===== config.mk =====
export PLATFORM = sky130hd
export DESIGN_NAME = trunk_port_select
export DESIGN_NICKNAME = d
export VERILOG_FILES = /design/src/rtl/tps_pkg.sv /design/src/rtl/tps_mask_table.sv /design/src/rtl/tps_map_table.sv /design/src/rtl/tps_port_cfg.sv /design/src/rtl/tps_select_core.sv /design/src/rtl/trunk_port_select.sv
export SDC_FILE = /design/constraint.sdc
export NUM_CORES = 1
export LEC_CHECK = 0
export BUFFER_PORTS_ARGS = -buffer_cell sky130_fd_sc_hd__buf_2
export CAP_MARGIN = 20
export CORE_MARGIN = 2
export CORE_UTILIZATION = 55
export CTS_CLUSTER_DIAMETER = 30
export DETAILED_ROUTE_END_ITERATION = 7
export HOLD_SLACK_MARGIN = 0.12
export PLACE_DENSITY = 0.75
export SYNTH_ARGS = -nofsm -noshare
export SYNTH_HDL_FRONTEND = slang
export SYNTH_SLANG_ARGS = --single-unit

===== constraint.sdc =====
create_clock -name clk -period 2 [get_ports clk]
set_input_delay 0.2 -clock clk [delete_from_list [all_inputs] [get_ports clk]]
set_output_delay 0.2 -clock clk [all_outputs]
set_load 0.05 [all_outputs]

===== src/rtl/tps_pkg.sv =====
package tps_pkg;

   localparam int unsigned MAP_DEV_W = 1;
   localparam int unsigned MAP_PID_W = 4;
   localparam int unsigned MAP_ENT_W = MAP_DEV_W + MAP_PID_W;

   typedef enum logic [1:0] {
      RGN_MASK = 2'd0,
      RGN_MAP  = 2'd1,
      RGN_PCFG = 2'd2,
      RGN_RSVD = 2'd3
   } rgn_e;

   typedef struct packed {
      logic [MAP_DEV_W-1:0] dev;
      logic [MAP_PID_W-1:0] port;
   } map_ent_t;

endpackage


===== src/rtl/tps_mask_table.sv =====
module tps_mask_table #(
   parameter int unsigned NUM_PORTS = 16,
   parameter int unsigned HASH_W    = 3,
   parameter int unsigned IDX_W     = 5
) (
   input  logic                 clk,
   input  logic                 rst_n,
   input  logic                 wr_en,
   input  logic [IDX_W-1:0]     wr_idx,
   input  logic [NUM_PORTS-1:0] wr_data,
   input  logic [IDX_W-1:0]     rd_idx,
   output logic [NUM_PORTS-1:0] rd_data,
   input  logic [HASH_W-1:0]    key,
   output logic [NUM_PORTS-1:0] key_mask
);
   localparam int unsigned DEPTH = 1 << HASH_W;

   logic [NUM_PORTS-1:0] ent_q [DEPTH];

   for (genvar e = 0; e < DEPTH; e++) begin : g_ent
      always_ff @(posedge clk or negedge rst_n) begin
         if (!rst_n) begin
            ent_q[e] <= '1;
         end else if (wr_en && int'(wr_idx) == e) begin
            ent_q[e] <= wr_data;
         end
      end
   end

   always_comb begin
      rd_data = '0;
      for (int e = 0; e < DEPTH; e++) begin
         if (int'(rd_idx) == e) rd_data = ent_q[e];
      end
   end

   assign key_mask = ent_q[key];

endmodule


===== src/rtl/tps_map_table.sv =====
module tps_map_table
   import tps_pkg::*;
#(
   parameter int unsigned GRP_W  = 2,
   parameter int unsigned HASH_W = 3,
   parameter int unsigned IDX_W  = 5
) (
   input  logic                    clk,
   input  logic                    rst_n,
   input  logic                    wr_en,
   input  logic [IDX_W-1:0]        wr_idx,
   input  map_ent_t                wr_ent,
   input  logic [IDX_W-1:0]        rd_idx,
   output map_ent_t                rd_ent,
   input  logic [GRP_W+HASH_W-1:0] lk_idx,
   output map_ent_t                lk_ent
);
   localparam int unsigned DEPTH = 1 << (GRP_W + HASH_W);

   map_ent_t ent_q [DEPTH];

   for (genvar e = 0; e < DEPTH; e++) begin : g_ent
      always_ff @(posedge clk or negedge rst_n) begin
         if (!rst_n) begin
            ent_q[e] <= '0;
         end else if (wr_en && int'(wr_idx) == e) begin
            ent_q[e] <= wr_ent;
         end
      end
   end

   always_comb begin
      rd_ent = '0;
      for (int e = 0; e < DEPTH; e++) begin
         if (int'(rd_idx) == e) rd_ent = ent_q[e];
      end
   end

   assign lk_ent = ent_q[lk_idx];

endmodule


===== src/rtl/tps_port_cfg.sv =====
module tps_port_cfg #(
   parameter int unsigned NUM_PORTS = 16,
   parameter int unsigned GRP_W     = 2,
   parameter int unsigned IDX_W     = 5
) (
   input  logic                       clk,
   input  logic                       rst_n,
   input  logic                       wr_en,
   input  logic [IDX_W-1:0]           wr_idx,
   input  logic                       wr_trunk,
   input  logic [GRP_W-1:0]           wr_grp,
   input  logic [IDX_W-1:0]           rd_idx,
   output logic                       rd_trunk,
   output logic [GRP_W-1:0]           rd_grp,
   output logic [NUM_PORTS-1:0]       trunk_en,
   output logic [NUM_PORTS*GRP_W-1:0] grp_flat
);
   logic [GRP_W-1:0] grp_q [NUM_PORTS];

   for (genvar p = 0; p < NUM_PORTS; p++) begin : g_port
      always_ff @(posedge clk or negedge rst_n) begin
         if (!rst_n) begin
            trunk_en[p] <= 1'b0;
            grp_q[p]    <= '0;
         end else if (wr_en && int'(wr_idx) == p) begin
            trunk_en[p] <= wr_trunk;
            grp_q[p]    <= wr_grp;
         end
      end
      assign grp_flat[p*GRP_W +: GRP_W] = grp_q[p];
   end

   always_comb begin
      rd_trunk = 1'b0;
      rd_grp   = '0;
      for (int p = 0; p < NUM_PORTS; p++) begin
         if (int'(rd_idx) == p) begin
            rd_trunk = trunk_en[p];
            rd_grp   = grp_q[p];
         end
      end
   end

endmodule


===== src/rtl/tps_select_core.sv =====
module tps_select_core #(
   parameter int unsigned NUM_PORTS = 16,
   parameter int unsigned GRP_W     = 2
) (
   input  logic                       clk,
   input  logic                       rst_n,
   input  logic                       req_valid,
   input  logic [NUM_PORTS-1:0]       req_fwd,
   input  logic [GRP_W-1:0]           req_src_grp,
   input  logic                       req_src_trunk,
   input  logic [NUM_PORTS-1:0]       key_mask,
   input  logic [NUM_PORTS-1:0]       trunk_en,
   input  logic [NUM_PORTS*GRP_W-1:0] grp_flat,
   output logic                       res_valid,
   output logic [NUM_PORTS-1:0]       res_fwd
);
   logic [NUM_PORTS-1:0] keep;
   logic [NUM_PORTS-1:0] prune;
   logic [NUM_PORTS-1:0] next_fwd;

   for (genvar p = 0; p < NUM_PORTS; p++) begin : g_bit
      assign keep[p]  = ~trunk_en[p] | key_mask[p];
      assign prune[p] = req_src_trunk & trunk_en[p] &
                        (grp_flat[p*GRP_W +: GRP_W] == req_src_grp);
   end

   assign next_fwd = req_fwd & keep & ~prune;

   always_ff @(posedge clk or negedge rst_n) begin
      if (!rst_n) begin
         res_valid <= 1'b0;
         res_fwd   <= '0;
      end else begin
         res_valid <= req_valid;
         res_fwd   <= req_valid ? next_fwd : '0;
      end
   end

endmodule


===== src/rtl/trunk_port_select.sv =====
module trunk_port_select
   import tps_pkg::*;
#(
   parameter int unsigned NUM_PORTS  = 16,
   parameter int unsigned NUM_GROUPS = 4,
   parameter int unsigned HASH_W     = 3,
   localparam int unsigned GRP_W     = $clog2(NUM_GROUPS),
   localparam int unsigned PORT_AW   = $clog2(NUM_PORTS),
   localparam int unsigned MAP_AW    = GRP_W + HASH_W,
   localparam int unsigned IDX_W     = (MAP_AW > PORT_AW) ? MAP_AW : PORT_AW,
   localparam int unsigned ADDR_W    = IDX_W + 2
) (
   input  logic                 clk,
   input  logic                 rst_n,
   input  logic                 cfg_we,
   input  logic [ADDR_W-1:0]    cfg_addr,
   input  logic [NUM_PORTS-1:0] cfg_wdata,
   output logic [NUM_PORTS-1:0] cfg_rdata,
   input  logic                 in_valid,
   input  logic [NUM_PORTS-1:0] in_fwd,
   input  logic [HASH_W-1:0]    in_hash,
   input  logic [GRP_W-1:0]     in_src_grp,
   input  logic                 in_src_trunk,
   output logic                 out_valid,
   output logic [NUM_PORTS-1:0] out_fwd,
   input  logic [GRP_W-1:0]     lk_grp,
   input  logic [HASH_W-1:0]    lk_key,
   output logic [MAP_DEV_W-1:0] lk_dev,
   output logic [MAP_PID_W-1:0] lk_port
);
   // elaboration-time parameter checks
   if (NUM_GROUPS < 2 || (1 << GRP_W) != NUM_GROUPS) begin : g_bad_groups
      $error("NUM_GROUPS must be a power of two, at least 2");
   end
   if (HASH_W < 1 || HASH_W > 6) begin : g_bad_hash
      $error("HASH_W must lie in 1..6");
   end
   if (NUM_PORTS < MAP_ENT_W || NUM_PORTS < GRP_W + 1 || NUM_PORTS > 64) begin : g_bad_ports
      $error("NUM_PORTS too small to carry a table entry or above 64");
   end

   rgn_e             rgn;
   logic [IDX_W-1:0] idx;

   assign rgn = rgn_e'(cfg_addr[ADDR_W-1 -: 2]);
   assign idx = cfg_addr[IDX_W-1:0];

   logic                       we_mask, we_map, we_pcfg;
   logic [NUM_PORTS-1:0]       mask_rd, key_mask;
   map_ent_t                   map_rd, map_wr, map_lk;
   logic                       pcfg_rd_trunk;
   logic [GRP_W-1:0]           pcfg_rd_grp;
   logic [NUM_PORTS-1:0]       port_trunk_en;
   logic [NUM_PORTS*GRP_W-1:0] port_grp_flat;

   assign we_mask = cfg_we && (rgn == RGN_MASK);
   assign we_map  = cfg_we && (rgn == RGN_MAP);
   assign we_pcfg = cfg_we && (rgn == RGN_PCFG);
   assign map_wr  = map_ent_t'(cfg_wdata[MAP_ENT_W-1:0]);

   tps_mask_table #(
      .NUM_PORTS (NUM_PORTS),
      .HASH_W    (HASH_W),
      .IDX_W     (IDX_W)
   ) u_mask (
      .clk      (clk),
      .rst_n    (rst_n),
      .wr_en    (we_mask),
      .wr_idx   (idx),
      .wr_data  (cfg_wdata),
      .rd_idx   (idx),
      .rd_data  (mask_rd),
      .key      (in_hash),
      .key_mask (key_mask)
   );

   tps_map_table #(
      .GRP_W  (GRP_W),
      .HASH_W (HASH_W),
      .IDX_W  (IDX_W)
   ) u_map (
      .clk    (clk),
      .rst_n  (rst_n),
      .wr_en  (we_map),
      .wr_idx (idx),
      .wr_ent (map_wr),
      .rd_idx (idx),
      .rd_ent (map_rd),
      .lk_idx ({lk_grp, lk_key}),
      .lk_ent (map_lk)
   );

   tps_port_cfg #(
      .NUM_PORTS (NUM_PORTS),
      .GRP_W     (GRP_W),
      .IDX_W     (IDX_W)
   ) u_pcfg (
      .clk      (clk),
      .rst_n    (rst_n),
      .wr_en    (we_pcfg),
      .wr_idx   (idx),
      .wr_trunk (cfg_wdata[GRP_W]),
      .wr_grp   (cfg_wdata[GRP_W-1:0]),
      .rd_idx   (idx),
      .rd_trunk (pcfg_rd_trunk),
      .rd_grp   (pcfg_rd_grp),
      .trunk_en (port_trunk_en),
      .grp_flat (port_grp_flat)
   );

   tps_select_core #(
      .NUM_PORTS (NUM_PORTS),
      .GRP_W     (GRP_W)
   ) u_core (
      .clk           (clk),
      .rst_n         (rst_n),
      .req_valid     (in_valid),
      .req_fwd       (in_fwd),
      .req_src_grp   (in_src_grp),
      .req_src_trunk (in_src_trunk),
      .key_mask      (key_mask),
      .trunk_en      (port_trunk_en),
      .grp_flat      (port_grp_flat),
      .res_valid     (out_valid),
      .res_fwd       (out_fwd)
   );

   always_comb begin
      cfg_rdata = '0;
      unique case (rgn)
         RGN_MASK: cfg_rdata = mask_rd;
         RGN_MAP:  cfg_rdata[MAP_ENT_W-1:0] = map_rd;
         RGN_PCFG: cfg_rdata[GRP_W:0] = {pcfg_rd_trunk, pcfg_rd_grp};
         RGN_RSVD: cfg_rdata = '0;
      endcase
   end

   assign lk_dev  = map_lk.dev;
   assign lk_port = map_lk.port;

endmodule


-- After elaboration in Yosys (flattened, before gate mapping)
Cells that the tools add are included.
- input bits: 54
- logic and storage cells: 370
- flip-flop bits (word level): 353
- output and inout port bits: 38
- reduce and logical (&&, ||, !) cells: 61
- bitwise logic cells: 69
- muxes and demuxes: 82
- magnitude comparators: 2
- eq/ne operators: 50
- operators with widths (operator ; number):
    two-way mux 16 bit ; 11
    two-way mux 5 bit ; 34
    equality test 5 bit, second input constant ; 16
    logical AND 1 bit ; 59
    binary-select mux 16 bit (select 3 bit) ; 1
    equality test 5 x 4 -> 1 bit, second input constant ; 8
    AND 1 bit ; 32
    AND 16 bit ; 2
    equality test 2 bit ; 16
    two-way mux 2 bit ; 16
    binary-select mux 5 bit (select 5 bit) ; 1
    equality test 5 x 3 -> 1 bit, second input constant ; 4
    two-way mux 1 bit ; 16
    inverter 1 bit ; 16
    inverter 16 bit ; 1
    OR 1 bit ; 16
    one-hot mux 3 bit (4 select lines) ; 1
    two-way mux 11 bit ; 1
    equality test 5 x 2 -> 1 bit, second input constant ; 2
    >= comparator 6 bit, second input constant ; 1
    inverter 5 -> 6 bit ; 1
    equality test 5 x 1 -> 1 bit, second input constant ; 1
    logical NOT 5 bit ; 1
    equality test 2 bit, second input constant ; 2
    5 further kinds ; 5

-- Logic depth before layout (Yosys ltp)
- word-level depth: 34
- mapped depth: 11
- mapped depth without buffers: 6

-- Cells and area by module
A second synthesis with hierarchy kept.
- cell total of the unflattened synthesis: 1631
- area, all modules: 20668.6 sq um
- modules (own cells, without submodules) (module ; cells an instance ; sequential area each (sq um) ; instances ; area an instance (sq um)):
    tps_map_table ; 763 ; 4003.8 ; 1 ; 9524.1
    tps_mask_table ; 504 ; 3363.2 ; 1 ; 7198.2
    tps_port_cfg ; 230 ; 1201.2 ; 1 ; 2611.3
    tps_select_core ; 104 ; 425.4 ; 1 ; 1103.6
    trunk_port_select ; 30 ; 0.0 ; 1 ; 231.5

-- Least setup slack after synthesis
Ideal clock, no wire load.
- path type: in2out
- start: input cfg_addr[1]
- end: output cfg_rdata[10]
- stages: 7
- setup slack: -547 ps
- arrival time: 2347 ps
- required time: 1800 ps
- buffers on the path: 3
- cell sequence: buf_4 -> or3b_1 -> buf_2 -> nor2_4 -> clkbuf_1 -> a22oi_1 -> a41oi_1
- cells in the longest elaborated chain, start to end: 10
- elaborated cells between the ends (all ways): 17
- those cells by class: eq/ne (7); mux (9); reduce/logical (1)
- ends and longest elaborated chain (what ; RTL line ; RTL):
    start: declaration ; trunk_port_select.sv:16 ; input logic [ADDR_W-1:0] cfg_addr,
    logical NOT 5 bit ; tps_mask_table.sv:33 ; if (int'(rd_idx) == e) rd_data = ent_q[e];
    two-way mux 16 bit (7 in a row) ; tps_mask_table.sv:33 ;
    two-way mux 16 bit * ; tps_mask_table.sv:33 ;
    two-way mux 11 bit * ; trunk_port_select.sv:130 ; unique case (rgn)
    end: declaration ; trunk_port_select.sv:18 ; output logic [NUM_PORTS-1:0] cfg_rdata,
Every way passes the cells marked *; elsewhere a longest branch is shown, timed or not.

-- Worst setup path after layout
- start: register u_map.ent_q[75] (netlist bit)
- end: output cfg_rdata[0]
- cells in the longest elaborated chain, start to end: 17
- ends and longest elaborated chain (what ; RTL line ; RTL):
    start: declaration ; tps_map_table.sv:20 ; map_ent_t ent_q [DEPTH];
    start signal: indexed assignment ; tps_map_table.sv:27 ; ent_q[e] <= wr_ent;
    two-way mux 5 bit (16 in a row) ; tps_map_table.sv:35 ; if (int'(rd_idx) == e) rd_ent = ent_q[e];
    one-hot mux 3 bit (4 select lines) ; trunk_port_select.sv:130 ;
No other way between the ends.

==> impl_metrics.ini <==
[outcome]
run_status = finished with violations
violations = setup timing

[pwr]
sw_frac_of_total_pct = 27.5
power.density_cell_area_nw_per_um2 = 887
vdd.ir_drop.worst_uv = 845
sequentialPowerShare_pct = 33.9
share_clk_of_total_power_pct = 50.4
leakagePower_uw = 0.0127
power_uw = 25100
cell_internal_pwr_uw = 18200
p_switching_uw = 6910
portion_of_total_power_attributed_to_combinational_logic_pct = 15.7

[global_route]
first_global_vias = 19600
grt_max_degree = 65
first_pass_grt_wire_length_um = 128000
grt_util_met3_pct = 11.7
gr-usage-all-layers_pct = 45.8
global_route.overflow_total = 0
grt_most_used_layer = met2
antenna_found_initial = 3
globalRouteMet1Util_pct = 52.2
globalRouteMet2Util_pct = 74.5

[die]
die_width_um = 194
ioPinCount = 92
dieArea_um2 = 37600
coreArea_um2 = 35600
floorplan.rows = 69
initial_core_util_pct = 55.8
fp.dieH_um = 194

[setup_path]
worst_setup_path_start_kind = register
worst-path-max-fanout = 4
critical_path.most_common_cell = o211ai_1
crit_arrival_ns = 2.70
crit_path_cell_trace = or3_1, and3_4, a211oi_4, o211ai_1, o211ai_1, o211ai_1, buf_4
ff2ff_path_depth = 4
critical-path-max-stage-delay_ns = 0.46
cp_data_required_time_ns = 1.80
cp_slowest_cell = dfrtp_2
crit_type = register to output port
worstSetupEndpointType = output port

[route]
detail_route.wirelength_um = 88300
first_iter_violations = 2278
viasPerCell = 6.98
drcViolationCount = 0
route.vias.total = 18600
drt_pass1_iterations = 7
wire_per_inst_um = 33.1
final_antenna_net_count = 0

[placement]
detailedPlace.worstSlack_ns = -0.781
io_buffers = 91
dpl.hpwl_um = 54800
placed_instance_area_um2 = 24200
gp_congestion = 1.07

[cts]
clock_tree.root_cell = clkbuf_16
clock_latency_ns = 0.61
cts_buffers = 74
clk_path_buf_depth = 3
tritoncts = built
cts_htree_levels = 3
clkSinkCount = 353
worst_setup_hold_path_clk_slew_ns = 0.04

[synthesis]
synth.net_count = 1645
synth_most_common_cell = mux2_2
yosysSeqAreaShare_pct = 45.3
synth_top_area_share_pct = 28.4
netlist_top_cells_count = mux2_2, dfrtp_1, dfstp_2
post-synth-top-area-cell = dfrtp_1
yosys-top-cells-area = dfrtp_1, mux2_2, dfstp_2
postSynthAreaPerCell_um2 = 12.5
ys_dominant_reg_cell = dfrtp_1
synth_edf_count = 0
synthesis.area_um2 = 19900
yosysUniqueCellTypes = 80
postSynthCellCount = 1591
ys_ff_latch = 353
yosys_warnings = 0
synthArstFlopShare_pct = 100

[sta]
fin_worst_skew_ns = 0.0223
totalNegativeSetupSlack_ns = -10.11
slew_at_the_pin_with_the_worst_max_slew_slack_ns = 0.846
max_clock_freq_ghz = 0.344
finalSetupViolCount = 21
timing.final.crit_share_pct = 145
final_critical_path_setup_slack_ns = -0.904
final_hold_viol_count = 0
grt_setup_unrepaired = true
worst_slew_margin_rel_pct = 42.1
period_needed_ns = 2.90
drv_slew = 0

[run]
max-cap-violations = 0

[finish]
drive_above_1_share_pct = 62.1
multi_input_combinational_cell_area_um2 = 10800
final_core_util_pct = 79.5
fin_nets = 2198
final_design_area_no_fill_um2 = 28300
register_area_um2 = 8990
fillers = 1911
syn2layout_area_growth_pct = 42.5

[hold_path]
min_delay_path_depth = 4
hp-class = input pin to register
## power groups by stage
stage	Combinational, µW	Sequential [µW]	Clock (µW)
final	3940	8500	12700
after global routing	4070	8500	13000
after CTS	3730	8390	12500
after detailed placement	3460	8450	0
after global placement	3400	8400	0
after floorplan	1780	8360	0
## routing by layer
metal,share of wire (%),vias up
met3,9.5,631
li1,-,7248
met2,47,1434
met4,10,6
met1,34,9281
met5,0.059,-
## area by class of cell
cell class                      count  share of cell area [%]
Timing Repair Buffer              609                    18.9
Sequential cell                   353                    31.8
Clock buffer                       95                    7.33
Multi-Input combinational cell   1093                    38.1
Clock inverter                     39                    1.68
Antenna cell                        1                 0.00885
Tap cell                          461                    2.04
Inverter                           13                   0.173
## path summary, 6_finish.rpt
| check | startpoint | endpoint | slack (ns) |
|---|---|---|---|
| setup / recovery | u_map.ent_q[75]$_DFFE_PN0P_ | cfg_rdata[0] | -0.90 |
| hold / removal | cfg_wdata[0] | u_map.ent_q[10]$_DFFE_PN0P_ | 0.17 |
| setup reg to reg | u_mask.ent_q[9]$_DFFE_PN1P_ | u_core.res_fwd[9]$_DFF_PN0_ | 0.16 |
| hold reg to reg | u_pcfg.trunk_en[12]$_DFFE_PN0P_ | u_core.res_fwd[12]$_DFF_PN0_ | 0.52 |
| max in group asynchronous | rst_n | u_mask.ent_q[34]$_DFFE_PN1P_ | 1.04 |
| min in group asynchronous | rst_n | u_map.ent_q[36]$_DFFE_PN0P_ | 0.18 |
## cells in the final DEF, fill, tap and decap left out, types with 29 or more instances in the layout
cell type	count
a21oi_1	40
a22oi_1	34
buf_12	44
buf_2	64
buf_4	417
buf_6	29
clkbuf_16	76
dfrtp_1	224
dfstp_2	128
dlygate4sd3_1	45
mux2_2	332
mux2i_1	36
mux4_2	83
nand2_1	89
nor2_1	51
o21ai_0	42
xnor2_1	32
## critical path: cells and delay by family, from the launching register on
| family | cells | cell delay (ns) |
|---|---|---|
| AOI/OAI and AO/OA | 4 | 0.88 |
| buffers and inverters | 1 | 0.24 |
| DFF | 1 | 0.46 |
| and+or+nand+nor | 2 | 0.53 |
## stage by stage
stage               hold WS (ns)  instances
floorplan                -0.0956       1591
global placement           0.207       2443
detailed placement         0.211       2443
CTS                        0.130       2650
global route               0.162       2664
finish                     0.168       2664
## logic make-up after synthesis
| group | Yosys count | share of synthesized area (%) |
|---|---|---|
| XOR/XNOR | 32 | 1.41 |
| multiplexers | 467 | 31.2 |
| buffers and inverters | 145 | 3.45 |
| AND/OR/NAND/NOR | 282 | 7.37 |
| AO/OA/AOI/OAI | 312 | 11.3 |
| flip-flops | 353 | 45.3 |
## registers in the layout (all words and copies together), names as in the netlist
signal / flops
u_pcfg.trunk_en: 16
u_mask.ent_q: 128
u_core.res_fwd: 16
u_core.res_valid: 1
u_map.ent_q: 160
u_pcfg.grp_flat: 32
## timing repair
item / 4_1_cts / 5_1_grt
setup buffers: 24 / 16
hold endpoints to repair: 298 / 0
resized for setup: 130 / 26
hold buffers: 45 / 0
endpoints found under the setup margin: 21 / 21
pin swaps: 26 / 28
gates cloned: 5 / 0
Note: power is estimated with default switching activity, not from simulation.
